[src/rtl/pxl_pkg.sv]
package pxl_pkg;
  typedef enum logic [1:0] {
    S_IDLE  = 2'd0,
    S_FETCH = 2'd1,
    S_WAIT  = 2'd2,
    S_OUT   = 2'd3
  } xl_state_e;

  localparam int MODE_EXEC = 0;
  localparam int MODE_USER = 1;
endpackage

[src/rtl/pxl_tag_store.sv]
module pxl_tag_store #(
  parameter int N     = 8,
  parameter int VPN_W = 7,
  parameter int PPN_W = 9,
  localparam int IDX_W = $clog2(N)
) (
  input  logic             clk,
  input  logic             rst_n,
  input  logic [VPN_W-1:0] lk_vpn,
  input  logic             lk_user,
  output logic             hit,
  output logic [IDX_W-1:0] hit_idx,
  output logic [PPN_W-1:0] hit_ppn,
  output logic [N-1:0]     vld_vec,
  input  logic             inv_all,
  input  logic             fill_en,
  input  logic [IDX_W-1:0] fill_idx,
  input  logic [VPN_W-1:0] fill_vpn,
  input  logic             fill_user,
  input  logic [PPN_W-1:0] fill_ppn
);
  logic [N-1:0]     vld_q;
  logic [N-1:0]     usr_q;
  logic [VPN_W-1:0] tag_q [N];
  logic [PPN_W-1:0] ppn_q [N];
  logic [N-1:0]     match;

  always_ff @(posedge clk or negedge rst_n) begin
    if (!rst_n) begin
      for (int i = 0; i < N; i++) begin
        vld_q[i] <= 1'b0;
        usr_q[i] <= 1'b0;
        tag_q[i] <= '0;
        ppn_q[i] <= '0;
      end
    end else begin
      for (int i = 0; i < N; i++) begin
        if (inv_all) begin
          vld_q[i] <= 1'b0;
        end else if (fill_en && fill_idx == IDX_W'(i)) begin
          vld_q[i] <= 1'b1;
          usr_q[i] <= fill_user;
          tag_q[i] <= fill_vpn;
          ppn_q[i] <= fill_ppn;
        end
      end
    end
  end

  for (genvar g = 0; g < N; g++) begin : g_cmp
    assign match[g] = vld_q[g] && (usr_q[g] == lk_user) && (tag_q[g] == lk_vpn);
  end

  always_comb begin
    hit_idx = '0;
    hit_ppn = '0;
    for (int i = 0; i < N; i++) begin
      if (match[i]) begin
        hit_idx = IDX_W'(i);
        hit_ppn = ppn_q[i];
      end
    end
  end

  assign hit     = |match;
  assign vld_vec = vld_q;
endmodule

[src/rtl/pxl_lru.sv]
module pxl_lru #(
  parameter int N = 8,
  localparam int IDX_W = $clog2(N)
) (
  input  logic             clk,
  input  logic             rst_n,
  input  logic             touch_en,
  input  logic [IDX_W-1:0] touch_idx,
  input  logic [N-1:0]     vld_vec,
  output logic [IDX_W-1:0] victim
);
  // ord_q[0] is the most recent slot, ord_q[N-1] the stalest one
  logic [IDX_W-1:0] ord_q [N];
  logic [IDX_W-1:0] ord_d [N];
  logic [IDX_W-1:0] pos;

  always_comb begin
    pos = '0;
    for (int i = 0; i < N; i++) begin
      if (ord_q[i] == touch_idx) pos = IDX_W'(i);
    end
    ord_d[0] = touch_idx;
    for (int i = 1; i < N; i++) begin
      ord_d[i] = (IDX_W'(i) <= pos) ? ord_q[i-1] : ord_q[i];
    end
  end

  always_ff @(posedge clk or negedge rst_n) begin
    if (!rst_n) begin
      for (int i = 0; i < N; i++) ord_q[i] <= IDX_W'(i);
    end else if (touch_en) begin
      for (int i = 0; i < N; i++) ord_q[i] <= ord_d[i];
    end
  end

  // empty slots are used first, lowest index wins
  always_comb begin
    victim = ord_q[N-1];
    for (int i = N - 1; i >= 0; i--) begin
      if (!vld_vec[i]) victim = IDX_W'(i);
    end
  end
endmodule

[src/rtl/page_xlate.sv]
module page_xlate
  import pxl_pkg::*;
#(
  parameter int VA_W  = 16,
  parameter int OFF_W = 9,
  parameter int PA_W  = 18,
  parameter int N_ENT = 8,
  parameter int PTE_W = 16
) (
  input  logic            clk,
  input  logic            rst_n,
  input  logic            xlate_en,
  input  logic            flush,
  input  logic            base_wr,
  input  logic            base_sel_user,
  input  logic [PA_W-1:0] base_wdata,
  input  logic            req_valid,
  output logic            req_ready,
  input  logic [VA_W-1:0] req_vaddr,
  input  logic            req_user,
  input  logic            req_write,
  output logic            out_valid,
  input  logic            out_ready,
  output logic [PA_W-1:0] out_paddr,
  output logic            out_write,
  output logic            pt_req_valid,
  input  logic            pt_req_ready,
  output logic [PA_W-1:0] pt_req_addr,
  input  logic            pt_rsp_valid,
  input  logic [PTE_W-1:0] pt_rsp_data,
  output logic            abort_err
);
  localparam int VPN_W = VA_W - OFF_W;
  localparam int PPN_W = PA_W - OFF_W;
  localparam int IDX_W = $clog2(N_ENT);
  localparam int PTE_VLD = PTE_W - 1;

  xl_state_e        state_q;
  logic [VPN_W-1:0] hold_vpn;
  logic [OFF_W-1:0] hold_off;
  logic             hold_user;
  logic             hold_wr;
  logic [PA_W-1:0]  pt_addr_q;
  logic [PA_W-1:0]  out_pa_q;
  logic             out_wr_q;
  logic             err_q;
  logic [PA_W-1:0]  base_q [2];

  logic             accept;
  logic [VPN_W-1:0] req_vpn;
  logic [OFF_W-1:0] req_off;
  logic [PA_W-1:0]  tbl_base;
  logic [PA_W-1:0]  ent_addr;
  logic             inv_all;
  logic             hit;
  logic [IDX_W-1:0] hit_idx;
  logic [PPN_W-1:0] hit_ppn;
  logic [N_ENT-1:0] vld_vec;
  logic [IDX_W-1:0] victim;
  logic             rsp_ok;
  logic             fill_en;
  logic             touch_en;
  logic [IDX_W-1:0] touch_idx;
  logic [PPN_W-1:0] rsp_ppn;
  logic             pte_unused;

  assign req_ready = (state_q == S_IDLE);
  assign accept    = req_valid && req_ready;
  assign req_vpn   = req_vaddr[VA_W-1:OFF_W];
  assign req_off   = req_vaddr[OFF_W-1:0];
  assign inv_all   = flush || base_wr;
  assign tbl_base  = req_user ? base_q[MODE_USER] : base_q[MODE_EXEC];
  assign ent_addr  = tbl_base + PA_W'({req_vpn, 1'b0});
  assign rsp_ppn   = pt_rsp_data[PPN_W-1:0];
  assign rsp_ok    = pt_rsp_valid && pt_rsp_data[PTE_VLD];
  assign fill_en   = (state_q == S_WAIT) && rsp_ok;
  assign touch_en  = (accept && xlate_en && hit) || fill_en;
  assign touch_idx = fill_en ? victim : hit_idx;
  assign pte_unused = ^{pt_rsp_data[PTE_VLD-1:PPN_W], base_wdata[0]};

  pxl_tag_store #(
    .N    (N_ENT),
    .VPN_W(VPN_W),
    .PPN_W(PPN_W)
  ) i_tags (
    .clk      (clk),
    .rst_n    (rst_n),
    .lk_vpn   (req_vpn),
    .lk_user  (req_user),
    .hit      (hit),
    .hit_idx  (hit_idx),
    .hit_ppn  (hit_ppn),
    .vld_vec  (vld_vec),
    .inv_all  (inv_all),
    .fill_en  (fill_en),
    .fill_idx (victim),
    .fill_vpn (hold_vpn),
    .fill_user(hold_user),
    .fill_ppn (rsp_ppn)
  );

  pxl_lru #(
    .N(N_ENT)
  ) i_lru (
    .clk      (clk),
    .rst_n    (rst_n),
    .touch_en (touch_en),
    .touch_idx(touch_idx),
    .vld_vec  (vld_vec),
    .victim   (victim)
  );

  // per-mode table base registers, word aligned
  always_ff @(posedge clk or negedge rst_n) begin
    if (!rst_n) begin
      base_q[MODE_EXEC] <= '0;
      base_q[MODE_USER] <= '0;
    end else if (base_wr) begin
      base_q[base_sel_user ? MODE_USER : MODE_EXEC] <= {base_wdata[PA_W-1:1], 1'b0};
    end
  end

  always_ff @(posedge clk or negedge rst_n) begin
    if (!rst_n) begin
      state_q   <= S_IDLE;
      hold_vpn  <= '0;
      hold_off  <= '0;
      hold_user <= 1'b0;
      hold_wr   <= 1'b0;
      pt_addr_q <= '0;
      out_pa_q  <= '0;
      out_wr_q  <= 1'b0;
      err_q     <= 1'b0;
    end else begin
      err_q <= 1'b0;
      case (state_q)
        S_IDLE: begin
          if (accept) begin
            hold_vpn  <= req_vpn;
            hold_off  <= req_off;
            hold_user <= req_user;
            hold_wr   <= req_write;
            out_wr_q  <= req_write;
            if (!xlate_en) begin
              out_pa_q <= PA_W'(req_vaddr);
              state_q  <= S_OUT;
            end else if (hit) begin
              out_pa_q <= {hit_ppn, req_off};
              state_q  <= S_OUT;
            end else begin
              pt_addr_q <= ent_addr;
              state_q   <= S_FETCH;
            end
          end
        end
        S_FETCH: begin
          if (pt_req_ready) state_q <= S_WAIT;
        end
        S_WAIT: begin
          if (pt_rsp_valid) begin
            if (pt_rsp_data[PTE_VLD]) begin
              out_pa_q <= {rsp_ppn, hold_off};
              out_wr_q <= hold_wr;
              state_q  <= S_OUT;
            end else begin
              err_q   <= 1'b1;
              state_q <= S_IDLE;
            end
          end
        end
        S_OUT: begin
          if (out_ready) state_q <= S_IDLE;
        end
        default: state_q <= S_IDLE;
      endcase
    end
  end

  assign out_valid    = (state_q == S_OUT);
  assign out_paddr    = out_pa_q;
  assign out_write    = out_wr_q;
  assign pt_req_valid = (state_q == S_FETCH);
  assign pt_req_addr  = pt_addr_q;
  assign abort_err    = err_q;
endmodule

[config.mk]
export PLATFORM = sky130hd
export DESIGN_NAME = page_xlate
export DESIGN_NICKNAME = d
export VERILOG_FILES = /design/src/rtl/pxl_pkg.sv /design/src/rtl/pxl_tag_store.sv /design/src/rtl/pxl_lru.sv /design/src/rtl/page_xlate.sv
export SDC_FILE = /design/constraint.sdc
export NUM_CORES = 1
export LEC_CHECK = 0
export BUFFER_PORTS_ARGS = -buffer_cell sky130_fd_sc_hd__buf_4
export CAP_MARGIN = 25
export CORE_MARGIN = 1.5
export CORE_UTILIZATION = 60
export CTS_BUF_LIST = sky130_fd_sc_hd__clkbuf_4 sky130_fd_sc_hd__clkbuf_8 sky130_fd_sc_hd__clkbuf_16
export CTS_CLUSTER_SIZE = 8
export DETAILED_ROUTE_END_ITERATION = 7
export GPL_TIMING_DRIVEN = 0
export PLACE_DENSITY_LB_ADDON = 0.2
export SETUP_SLACK_MARGIN = 0.2
export SYNTH_ARGS = -nofsm -noshare
export SYNTH_HDL_FRONTEND = slang
export SYNTH_HIERARCHICAL = 1
export SYNTH_SLANG_ARGS = --single-unit
[constraint.sdc]
create_clock -name clk -period 9.95 [get_ports clk]
set_input_delay 1.99 -clock clk [delete_from_list [all_inputs] [get_ports clk]]
set_output_delay 1.99 -clock clk [all_outputs]
set_load 0.05 [all_outputs]
* Word level (Yosys, flattened, before mapping)
Index checks and enable logic that the tools add are counted.
W data, S select, Z words.
** Cells by class
- Add/subtract/negate cells :: 1
- $lt $le $gt $ge :: 9
- Equal/unequal tests :: 39
- Muxes and demuxes :: 73
- Bitwise gates (word level) :: 3
- Reduce and logical (&&, ||, !) cells :: 64
** Operator list (count)
- $mux W18 :: 7
- $mux W9 :: 8
- $mux W3 :: 19
- $eq A7 B7 Y1 :: 8
- $bwmux W36 :: 1
- $pmux W18 S2 :: 1
- $ge A32 B2 Y1 const B :: 1
- $lt A32 B1 Y1 const B :: 1
- $not A1 Y32 :: 1
- $reduce_and A2 Y1 :: 16
- $logic_and A1 B1 Y1 :: 30
- $mux W1 :: 25
- $eq A3 B3 Y1 :: 7
- $add A18 B8 Y18 :: 1
- $demux W18 S1 :: 1
- $mux W2 :: 9
- $reduce_bool A2 Y1 :: 9
- $eq A3 B3 Y1 const B :: 4
- $le A3 B3 Y1 const A :: 4
- $reduce_and A4 Y1 :: 3
- $eq A1 B1 Y1 :: 8
- $pmux W2 S4 :: 1
- $reduce_or A8 Y1 :: 1
- $eq A3 B2 Y1 const B :: 2
- 14 further kinds :: 21
** Word-level totals
- Register bits :: 262
- Input bits :: 62
- Output and inout bits :: 41
- Word-level logic and storage cells :: 240

* Depth between registers and ports, before layout
- Depth in word-level cells :: 21
- Depth in mapped cells :: 16
- Gate-level depth less buffers :: 13

* Hierarchy
Netlist, hierarchy kept.
** Modules (own cells, without submodules)
- pxl_tag_store :: times used 1, cells an instance 532, area an instance 6805.3 µm², seq. area each 3603.5 µm²
- page_xlate :: times used 1, cells an instance 391, area an instance 4490.6 µm², seq. area each 2277.2 µm²
- pxl_lru :: times used 1, cells an instance 102, area an instance 1351.3 µm², seq. area each 615.6 µm²

* Worst setup path after synthesis
OpenSTA, ideal clock, no wires.
- Kind :: input to register
- Start :: in req_vaddr[15]
- End :: reg i_lru/ord_q[19] (netlist bit)
- Library setup time :: 0.128 ns
- Arrival :: 4.883 ns
- Data required time :: 9.822 ns
- Setup slack :: 4.939 ns
- Stages :: 16
- Path buffers :: 3
- Cells stage by stage :: buf_4 -> xnor2_2 -> nand3_1 -> nor4_4 -> nor2b_1 -> buf_2 -> o21a_1 -> o21ai_0 -> nand2b_1 -> mux2_2 -> buf_6 -> xnor2_1 -> nand3_2 -> and4_4 -> o41ai_4 -> mux2_1
** On the way
- Cells in the longest elaborated chain, start to end :: 20
- Elaborated cells between the ends (all ways) :: 43
- Classes of those cells :: order compare: 1; eq/ne: 15; mux: 15; reduce/logical: 12
** Ends and longest elaborated chain
- from (decl) :: RTL line page_xlate.sv:19 : input logic [VA_W-1:0] req_vaddr,
- $eq A7 B7 Y1 :: RTL line pxl_tag_store.sv:51 : assign match[g] = vld_q[g] && (usr_q[g] == lk_user) && (tag_q[g] == lk_vpn);
- $logic_and A1 B1 Y1 :: RTL line pxl_tag_store.sv:51
- $mux W1 :: RTL line pxl_tag_store.sv:58 : if (match[i]) begin
- $mux W2 (2 in series) :: RTL line pxl_tag_store.sv:58
- $mux W3 (3 in series) :: RTL line pxl_tag_store.sv:58
- $mux W3 (*) :: RTL line pxl_tag_store.sv:58
- net hit_idx[0] :: RTL line page_xlate.sv:56 : logic [IDX_W-1:0] hit_idx;
- $mux W3 (*) :: RTL line page_xlate.sv:78 : assign touch_idx = fill_en ? victim : hit_idx;
- net touch_idx[0] :: RTL line page_xlate.sv:63 : logic [IDX_W-1:0] touch_idx;
- $eq A3 B3 Y1 :: RTL line pxl_lru.sv:20 : if (ord_q[i] == touch_idx) pos = IDX_W'(i);
- $mux W1 :: RTL line pxl_lru.sv:20
- $mux W3 (5 in series) :: RTL line pxl_lru.sv:20
- $mux W3 (*) :: RTL line pxl_lru.sv:20
- $le A1 B3 Y1 (*) :: RTL line pxl_lru.sv:24 : ord_d[i] = (IDX_W'(i) <= pos) ? ord_q[i-1] : ord_q[i];
- $reduce_and A2 Y1 (no line) (*)
- to (decl) :: RTL line pxl_lru.sv:13 : logic [IDX_W-1:0] ord_q [N];
The timed path passes the listed nets; every way through them passes the cells marked *.
A chain may end at the register's enable or synchronous reset.

* Final worst setup path
- Start :: in req_vaddr[14]
- End :: reg i_lru/ord_q[19] (netlist bit)
The elaborated chain is that of the path after synthesis.

==> impl_metrics.tcl <==
set metrics [dict create \
    slew_viol_final 0 \
    routed_wl_um 29000 \
    critPathKind "in -> reg" \
    synth_top_area_cell "dfrtp_1" \
    antenna_found_initial 0 \
    cp-startpoint "req_vaddr[14]" \
    synth_top_area_share_pct 48.87 \
    yosysSeqAreaShare_pct 51.37 \
    track_usage_pct 27.55 \
    hold_depth 2 \
    skew_ns 0.01736 \
    final_cell_count_no_fill 1441 \
    max_freq_mhz 190.8 \
    synth_flop_cell "dfrtp_1" \
    io_buffer_count 94 \
    first_iter_violations 469 \
    netlist_top_cells_count "247 x dfrtp_1, 222 x mux2_2, 84 x xnor2_1" \
    fin_setup_tns_ns 0 \
    firstDrtPassIters 5 \
    cp_data_arrival_time_ns 5.63 \
    reg2reg_from "i_tags/tag_q[36]" \
    syn_nets 1095 \
    min_from "out_paddr[6]" \
    async_flop_share_pct 100.0 \
    peakVddDrop_mv 0.1368 \
    core_area_um2 20430 \
    synthCells 1025 \
    wl_per_cell_um 20.12 \
    grt_pass1_vias 9045 \
    reg2reg_depth 15 \
    cts.path.max_buffers 3 \
    synth_edf_count 0 \
    syn_area_per_cell_um2 12.34 \
    drcViolationCount 0 \
    cts_tree "done" \
    antenna_left 0 \
    die_h_um 148.2 \
    clk_latency_ns 0.52 \
    status "finished clean" \
    cts_made_buffers 38 \
    ys_types 70 \
    utilization_pct 72.50 \
    final_nets 1232 \
    post-place-ws_ns 4.192 \
    drive_gt1_share_pct 36.89 \
    dieArea_um2 21960 \
    die_w_um 148.2 \
    setup-violations-final 0 \
    timing.final.ws_setup_ns 4.710 \
    rsz0062_at_grt "false" \
    p_leak_uw 0.006999 \
    gp_congestion 0.8164 \
    crit_path_end_kind "flop" \
    vias 8586 \
    power.density_nw_per_um2 228.7 \
    min_path_type "reg -> reg" \
    cts.sink_count 259 \
    htree_levels 2 \
    overflow 0 \
    place_hpwl_um 20370 \
    required_ns 10.34 \
    synth_warnings 6 \
    finalCritPeriodShare_pct 52.67 \
    synth.most_common_cell "dfrtp_1" \
    post_cts_buffers 0 \
    maxCapViolations 0 \
    row_count 52 \
    ys_ff_latch 259 \
    syn-cell-area_um2 12650 \
    hold_buffers 0 \
    placed_cells 1392 \
    min_period_ns 5.240 \
    cp-start-kind "input pin" \
    slew_headroom_pct 45.88 \
    grt_first_pass_wirelength_um 47480 \
    area_delta_synth_final_pct 17.11 \
    start_util_pct 61.91 \
    worstPathMaxFanout 8 \
    cts.clk_slew.worst_paths_ns 0.05 \
    clock-root-buffer "clkbuf_16" \
    n_antenna_cell 0 \
    synthTopCellsByArea "dfrtp_1 49%, mux2_2 20%, xnor2_1 5.8%, dfstp_2 2.5%, nand2_1 2.1%" \
    grt_max_degree 102 \
    worstMarginPinSlew_ns 0.8046 \
    finalHoldViolCount 0 \
    cts_resized 0 \
    vias_per_cell 5.958 \
    io_pins 103 \
]
-- kinds of logic (layout without fill, tap and decap cells) --
| group | after synthesis | in the layout | synth area share (%) |
|---|---|---|---|
| AOI/OAI and AO/OA | 141 | 141 | 7.954 |
| xor gates and xnor gates | 96 | 96 | 6.708 |
| adders and majority gates | 8 | 8 | 0.8508 |
| buffers and inverters | 66 | 212 | 2.691 |
| DFF | 259 | 259 | 51.37 |
| muxes | 248 | 248 | 21.85 |
| other | 1 | 1 | 0.02965 |
| and+or+nand+nor | 206 | 206 | 8.548 |
-- worst paths after layout --
kind	slack, ns	to
hold reg to reg	0.48	out_paddr[6]
max in group asynchronous	7.60	base_q[14]
setup / recovery	4.71	i_lru/ord_q[19]
setup reg to reg	6.20	i_lru/ord_q[19]
hold / removal	0.48	out_paddr[6]
min in group asynchronous	1.44	i_tags/ppn_q[64]
-- stage by stage --
stage / hold slack (ns) / instance area, um2 / total power, uW
6_report: 0.4767 / 14810 / 3388
5_1_grt: 0.4988 / 14810 / 3547
4_1_cts: 0.4818 / 14810 / 3418
3_5_place_dp: 0.4713 / 13760 / 2256
3_3_place_gp: 0.4630 / 13690 / 2227
2_1_floorplan: 0.4541 / 12650 / 1944
-- state kept, by name (all words and copies together) (netlist names) --
signal          cells
out_write           1
hold_wr             1
i_tags/ppn_q       72
pt_req_addr        17
hold_vpn            7
out_paddr          18
i_tags/usr_q        8
hold_user           1
base_q             34
hold_off            9
abort_err           1
state_q             2
i_tags/tag_q       56
i_tags/vld_vec      8
i_lru/ord_q        24
-- cell usage in the layout (no fill, tap or decap), drive strengths merged, types with 4 or more instances in the layout --
cell	instances
a211o	8
a211oi	4
a21o	11
a21oi	19
a221oi	16
buf	125
clkbuf	74
dfrtp	247
dfstp	12
ha	7
inv	12
mux2	225
mux2i	23
nand2	71
nand2b	4
nand3	25
nand3b	7
nand4	10
nor2	29
nor2b	5
nor3	24
o21a	5
o21ai	41
o22ai	6
o31ai	6
or3	10
xnor2	85
xor2	11
-- metal layers --
metal  wire (um)  vias up  track usage [%]
li1            -     3945                -
met5           0        -                0
met4         850        0            9.604
met3        1117       67            4.233
met1       12810     4375            37.51
met2       14220      199            45.35
-- report_power, final --
group | internal, uW | total (uW) | leakage, uW | switching, uW
Clock | 719 | 1150 | 0.000522 | 427
Combinational | 330 | 882 | 0.00309 | 552
Sequential | 1220 | 1360 | 0.00339 | 140
Total | 2270 | 3390 | 0.00700 | 1120
-- area by class of cell --
cell class | instances | area [um2]
inverters | 11 | 41.29
well taps | 270 | 337.8
fillers | 1436 | 5619
multi-input cells | 700 | 5811
clock inverters | 2 | 16.27
repair buffers | 97 | 773.2
plain buffers | 55 | 299.0
flip-flops and latches | 259 | 6496
clock buffers | 47 | 1036
-- worst max-delay path, cell delays in order --
cell	delay (ns)
buf_4	0.14
buf_2	0.30
xnor2_1	0.17
nand4_1	0.19
nor4_4	0.43
nor2b_1	0.09
buf_2	0.21
o21a_1	0.20
o21ai_0	0.14
nand2b_1	0.07
mux2_2	0.30
buf_6	0.16
xnor2_1	0.18
nand3_2	0.15
and4_4	0.18
o41ai_4	0.37
mux2_1	0.36
Power figures use the tool's default switching activity.
